$ cat config.mk
export PLATFORM = sky130hd
export DESIGN_NAME = pwm_lock_gen
export DESIGN_NICKNAME = d
export VERILOG_FILES = /design/src/rtl/pwm_lock_pkg.sv /design/src/rtl/pwm_regs.sv /design/src/rtl/pwm_shadow.sv /design/src/rtl/pwm_wave.sv /design/src/rtl/pwm_lock_gen.sv
export SDC_FILE = /design/constraint.sdc
export NUM_CORES = 1
export LEC_CHECK = 0
export ABC_CLOCK_PERIOD_IN_PS = 3400
export BUFFER_PORTS_ARGS = -buffer_cell sky130_fd_sc_hd__buf_4
export CORE_ASPECT_RATIO = 1.25
export CORE_MARGIN = 5
export CORE_UTILIZATION = 55
export DETAILED_ROUTE_END_ITERATION = 6
export PLACE_DENSITY = 0.74
export SYNTH_ARGS = -nofsm -noshare
export SYNTH_HDL_FRONTEND = slang
export SYNTH_SLANG_ARGS = --single-unit
$ cat constraint.sdc
create_clock -name clk -period 3.4 [get_ports clk]
set_input_delay 0.34 -clock clk [delete_from_list [all_inputs] [get_ports clk]]
set_output_delay 0.34 -clock clk [all_outputs]
set_load 0.02 [all_outputs]
$ cat src/rtl/pwm_lock_pkg.sv
package pwm_lock_pkg;

    localparam int DATA_W = 32;
    localparam int ADDR_W = 4;

    typedef logic [DATA_W-1:0] word_t;

    typedef enum logic [1:0] {
        SEL_COUNT  = 2'd0,
        SEL_PERIOD = 2'd1,
        SEL_DUTY   = 2'd2,
        SEL_CTRL   = 2'd3
    } reg_sel_e;

    // control word bit positions
    localparam int CB_ENABLE   = 0;
    localparam int CB_CONT     = 1;
    localparam int CB_ACT_HIGH = 3;
    localparam int CB_IDLE_HI  = 4;
    localparam int CB_HOLD     = 6;

    typedef struct packed {
        word_t period;
        word_t duty;
        logic  act_lvl;
        logic  idle_lvl;
    } wave_cfg_t;

    function automatic reg_sel_e decode_sel(input logic [ADDR_W-1:0] a);
        return reg_sel_e'(a[3:2]);
    endfunction

    function automatic logic ctrl_running(input word_t c);
        return c[CB_ENABLE] & c[CB_CONT];
    endfunction

    function automatic wave_cfg_t pack_cfg(input word_t p, input word_t d, input word_t c);
        wave_cfg_t r;
        r.period   = p;
        r.duty     = d;
        r.act_lvl  = c[CB_ACT_HIGH];
        r.idle_lvl = c[CB_IDLE_HI];
        return r;
    endfunction

endpackage

$ cat src/rtl/pwm_regs.sv
module pwm_regs
    import pwm_lock_pkg::*;
(
    input  logic              clk,
    input  logic              rst,
    input  logic              wr_en,
    input  logic [ADDR_W-1:0] addr,
    input  word_t             wdata,
    input  word_t             count_val,
    output word_t             rdata,
    output word_t             period_q,
    output word_t             duty_q,
    output word_t             ctrl_q
);

    reg_sel_e sel;
    assign sel = decode_sel(addr);

    always_ff @(posedge clk) begin
        if (rst) begin
            period_q <= '0;
            duty_q   <= '0;
            ctrl_q   <= '0;
        end else if (wr_en) begin
            case (sel)
                SEL_PERIOD: period_q <= wdata;
                SEL_DUTY:   duty_q   <= wdata;
                SEL_CTRL:   ctrl_q   <= wdata;
                default:    ;
            endcase
        end
    end

    always_comb begin
        case (sel)
            SEL_COUNT:  rdata = count_val;
            SEL_PERIOD: rdata = period_q;
            SEL_DUTY:   rdata = duty_q;
            default:    rdata = ctrl_q;
        endcase
    end

    assert_count_word_ro_R2: assert property (@(posedge clk) disable iff (rst)
        (wr_en && sel == SEL_COUNT) |=>
            ($stable(period_q) && $stable(duty_q) && $stable(ctrl_q)));

    assert_period_lands_R2: assert property (@(posedge clk) disable iff (rst)
        (wr_en && sel == SEL_PERIOD) |=> (period_q == $past(wdata)));

endmodule

$ cat src/rtl/pwm_shadow.sv
module pwm_shadow
    import pwm_lock_pkg::*;
(
    input  logic      clk,
    input  logic      rst,
    input  wave_cfg_t staged_cfg,
    input  logic      hold,
    input  logic      run_q,
    input  logic      wrap,
    output wave_cfg_t active_cfg
);

    logic commit;
    assign commit = !hold && (!run_q || wrap);

    always_ff @(posedge clk) begin
        if (rst) begin
            active_cfg <= '0;
        end else if (commit) begin
            active_cfg <= staged_cfg;
        end
    end

    assert_hold_freezes_R7: assert property (@(posedge clk) disable iff (rst)
        hold |=> $stable(active_cfg));

    assert_no_mid_period_change_R6: assert property (@(posedge clk) disable iff (rst)
        (run_q && !wrap) |=> $stable(active_cfg));

endmodule

$ cat src/rtl/pwm_wave.sv
module pwm_wave
    import pwm_lock_pkg::*;
(
    input  logic      clk,
    input  logic      rst,
    input  logic      running,
    input  wave_cfg_t active_cfg,
    output word_t     count,
    output logic      run_q,
    output logic      wrap,
    output logic      pwm_out
);

    assign wrap = run_q && ((active_cfg.period == '0) ||
                            (count == active_cfg.period - 1'b1));

    always_ff @(posedge clk) begin
        if (rst) begin
            count <= '0;
            run_q <= 1'b0;
        end else begin
            run_q <= running;
            if (!running || !run_q || wrap) begin
                count <= '0;
            end else begin
                count <= count + 1'b1;
            end
        end
    end

    always_comb begin
        if (run_q && (active_cfg.period != '0) && (count < active_cfg.duty)) begin
            pwm_out = active_cfg.act_lvl;
        end else begin
            pwm_out = active_cfg.idle_lvl;
        end
    end

    assert_count_in_range_R4: assert property (@(posedge clk) disable iff (rst)
        (run_q && active_cfg.period != '0) |-> (count < active_cfg.period));

    assert_stop_clears_count_R3: assert property (@(posedge clk) disable iff (rst)
        !running |=> (count == '0));

    assert_stopped_count_zero_R3: assert property (@(posedge clk) disable iff (rst)
        !run_q |-> (count == '0));

endmodule

$ cat src/rtl/pwm_lock_gen.sv
module pwm_lock_gen
    import pwm_lock_pkg::*;
(
    input  logic              clk,
    input  logic              rst,
    input  logic              bus_wr,
    input  logic [ADDR_W-1:0] bus_addr,
    input  logic [DATA_W-1:0] bus_wdata,
    output logic [DATA_W-1:0] bus_rdata,
    output logic              pwm_out
);

    word_t     period_q, duty_q, ctrl_q, count;
    wave_cfg_t staged_cfg, active_cfg;
    logic      run_q, wrap, running;

    pwm_regs u_regs (
        .clk       (clk),
        .rst       (rst),
        .wr_en     (bus_wr),
        .addr      (bus_addr),
        .wdata     (bus_wdata),
        .count_val (count),
        .rdata     (bus_rdata),
        .period_q  (period_q),
        .duty_q    (duty_q),
        .ctrl_q    (ctrl_q)
    );

    assign staged_cfg = pack_cfg(period_q, duty_q, ctrl_q);
    assign running    = ctrl_running(ctrl_q);

    pwm_shadow u_shadow (
        .clk        (clk),
        .rst        (rst),
        .staged_cfg (staged_cfg),
        .hold       (ctrl_q[CB_HOLD]),
        .run_q      (run_q),
        .wrap       (wrap),
        .active_cfg (active_cfg)
    );

    pwm_wave u_wave (
        .clk        (clk),
        .rst        (rst),
        .running    (running),
        .active_cfg (active_cfg),
        .count      (count),
        .run_q      (run_q),
        .wrap       (wrap),
        .pwm_out    (pwm_out)
    );

    assert_reset_out_low_R1: assert property (@(posedge clk)
        rst |=> (!pwm_out && count == '0));

endmodule

==> results.sh <==
export IMPL_status="completed"
export IMPL_h_tree_depth=4
export IMPL_synth_edf_count=0
export IMPL_wl_um=24700
export IMPL_period_minus_slack_ns=3.34
export IMPL_synth_nets=1254
export IMPL_end_kind="output port"
export IMPL_postLayoutCoreUtil_pct=62.7
export IMPL_ant_nets=0
export IMPL_critPathKind="flip-flop to output port"
export IMPL_rsz0062_at_grt="true"
export IMPL_worst_slack_ns=0.0553
export IMPL_fin_crit_sh_pct=98.4
export IMPL_io_pins=72
export IMPL_hpwl_um=17000
export IMPL_dp_cells=1442
export IMPL_regArea_um2=3910
export IMPL_finalInstanceArea_um2=11700
export IMPL_rows=56
export IMPL_synth_top_area_share_pct=37.6
export IMPL_critical_path_max_fanout=2
export IMPL_yosys_area_top_type="dfxtp_1"
export IMPL_hold_path_end="u_regs.ctrl_q[27]$_SDFFE_PP0P_"
export IMPL_synthCells=1182
export IMPL_maxSlewViolCount=0
export IMPL_path_clk_slew_ns=0.07
export IMPL_critPathLaunchType="flip-flop"
export IMPL_regToRegSetupSlack_ns=0.30
export IMPL_syn_to_final_growth_pct=12.9
export IMPL_multi_input_area_um2=5980
export IMPL_async_reset_ff_share_pct=0
export IMPL_route_detailed_drc=0
export IMPL_nets=1301
export IMPL_gp_congestion=0.886
export IMPL_worstMarginPinSlew_ns=0.961
export IMPL_fin_cells=1473
export IMPL_ys_warn_count=0
export IMPL_initial_core_util_pct=55.6
export IMPL_crit_required_ns=3.06
export IMPL_cap_violations=0
export IMPL_critPathMaxStageDelay_ns=0.34
export IMPL_ys_types=63
export IMPL_cts_tree="done"
export IMPL_cts_buffers=17
export IMPL_coreArea_um2=18700
export IMPL_hold_buffers=0
export IMPL_vias=8319
export IMPL_placed_area_um2=11100
export IMPL_crit_path_top_delay_cell="dfxtp_1"
export IMPL_skew_ns=0.00888
export IMPL_cp_arrival_ns=3.00
export IMPL_clock_sinks=195
export IMPL_groute_usage_overall_pct=23.2
export IMPL_fp_dieW_um=133
export IMPL_min_delay_start="bus_wdata[27]"
export IMPL_seq_area_frac_synth_pct=37.6
export IMPL_leakage_nw=4.67
export IMPL_worst_r2r_endpoint="u_shadow.active_cfg[35]$_SDFFE_PP0P_"
export IMPL_max_freq_mhz=299
export IMPL_crit_chain="inv_1 > ha_1 > a21o_1 > a21o_1 > a21oi_1 > o21a_1 > o21ai_2 > a2111oi_1 > a21boi_2 > buf_4 > mux2_2 > buf_4"
export IMPL_slew_headroom_pct=35.9
export IMPL_antenna_found_initial=0
export IMPL_numPortBuffers=69
export IMPL_post_cts_buffers=0
export IMPL_synthesis_area_um2=10400
export IMPL_yosys_most_used_dff="dfxtp_1"
export IMPL_num_antenna_cells=0
export IMPL_wire_per_inst_um=16.8
export IMPL_critPathLaunch="u_shadow.active_cfg[19]$_SDFFE_PP0P_"
export IMPL_dr_pass1_iters=5
export IMPL_die_area_um2=21800
export IMPL_reg2reg_from="u_shadow.active_cfg[36]$_SDFFE_PP0P_"
export IMPL_drt_iter0_markers=633
export IMPL_grt_max_degree=229
export IMPL_ir_worst_vdd_v=0.000355
export IMPL_yosys_top_cells_area="dfxtp_1 38%, nand2b_1 7.9%, nand2_1 7.9%"
export IMPL_ys_seq_elements=195
export IMPL_die_height_um=164
export IMPL_fillCellCount=1560
export IMPL_clockBufferDepth=2
export IMPL_grt_pass1_vias=8280
export IMPL_hold_path_class="primary input to flip-flop"
export IMPL_hold_viol=0
export IMPL_finalSetupViolCount=0
export IMPL_viasPerCell=5.65
export IMPL_root_buffer="clkbuf_16"
export IMPL_gr_total_overflow=0
export IMPL_drive_above_1_share_pct=14.6
export IMPL_grt_pass1_wl_um=40900
export IMPL_clock_latency_ns=0.43
export IMPL_syn_area_per_cell_um2=8.79
export IMPL_power_density_nw_per_um2=420
export IMPL_place_worst_setup_slack_ns=0.160
export IMPL_reg2reg_depth=9
export IMPL_holdPathStages=3
through the flow:
stage / setup TNS (ns) / power (mW) / hold WS, ns
floorplan: 0 / 2.80 / 0.433
global placement: 0 / 2.95 / 0.439
detailed placement: 0 / 2.96 / 0.447
CTS: 0 / 4.95 / 0.145
global route: -0.0450 / 5.10 / 0.145
finish: 0 / 4.92 / 0.162
worst max-delay path, delay by kind of cell (launching register included):
kind,cells,cell delay [ns]
multiplexers,1,0.32
flip-flops,1,0.34
buffers and inverters,3,0.33
adder cells (fa/ha/maj),1,0.30
AO/OA/AOI/OAI,7,1.28
metal layers:
layer	global-route usage, %	vias to the layer above	share of wire (%)	wire, um
met1	28.5	3966	43	10600
li1	-	4130	-	-
met3	3.88	47	3.5	859
met4	9.45	0	2.8	685
met2	40.4	176	51	12500
met5	0	-	0	0
layout make-up:
class                           count  share of cell area [%]
Multi-Input combinational cell    871                    51.0
Sequential cell                   195                    33.3
Timing Repair Buffer              103                    7.02
Clock buffer                       23                    4.07
Tap cell                          232                    2.47
Inverter                           41                    1.31
Clock inverter                      8                   0.864
synth_stat cells (all sizes together) (3+ instances only):
| cell | instances |
|---|---|
| clkbuf | 57 |
| nor3 | 34 |
| buf | 18 |
| or2 | 5 |
| or4 | 4 |
| ha | 33 |
| nand2 | 219 |
| nor4 | 20 |
| dfxtp | 195 |
| mux4 | 32 |
| xnor2 | 43 |
| inv | 41 |
| a21oi | 105 |
| o21ai | 10 |
| nand2b | 132 |
| nand4 | 14 |
| a211oi | 4 |
| and3 | 11 |
| a21o | 7 |
| nand3b | 4 |
| xor2 | 31 |
| a211o | 3 |
| a31oi | 4 |
| o211ai | 3 |
| nand3 | 21 |
| mux2i | 68 |
| nor2 | 29 |
how the worst max path moves through the flow:
stage	end	slack (ns)	depth (start not counted)
3_5_place_dp	u_shadow.active_cfg[8]$_SDFFE_PP0P_	0.16	9
3_3_place_gp	u_shadow.active_cfg[1]$_SDFFE_PP0P_	0.26	9
6_report	pwm_out	0.06	12
5_1_grt	pwm_out	-0.04	12
2_1_floorplan	u_shadow.active_cfg[10]$_SDFFE_PP0P_	0.54	12
4_1_cts	pwm_out	0.01	11
cell usage in the layout (no fill, tap or decap), types with 7 or more instances in the layout:
cell type    n
inv_1       41
o21ai_0      7
ha_1        33
nor2_1      27
mux2i_1     68
a21oi_1    105
nor3_1      33
nand2b_1   132
buf_4       99
clkbuf_16   17
xnor2_1     43
dfxtp_1    194
mux4_2      32
xor2_1      31
nand3_1     21
nand4_1     14
and3_1      11
a21o_1       7
nor4_1      15
nand2_1    219
logic make-up after synthesis:
group	Yosys count	share of synthesized area (%)
compound gates	156	8.72
xor+xnor	74	6.24
fa+ha+maj	33	3.97
buf+inv	116	5.23
flops	195	37.6
mux	101	13.6
simple gates	507	24.7
power by group:
group / total (mW) / leakage [nW] / internal (mW) / switching, mW
logic: 0.536 / 2.82 / 0.247 / 0.289
clock network: 2.01 / 0.276 / 1.14 / 0.871
registers: 2.38 / 1.58 / 2.34 / 0.0412
timing repair:
item,in CTS,in global routing
setup endpoints to repair,1,46
pin swaps,1,1
resized for setup,5,4
state kept, by name (all words and copies together), names as in the netlist:
signal,cells
u_regs.period_q,32
u_shadow.active_cfg,66
u_regs.duty_q,32
u_wave.run_q,1
u_wave.count,32
u_regs.ctrl_q,32
Power figures use the tool's default switching activity.
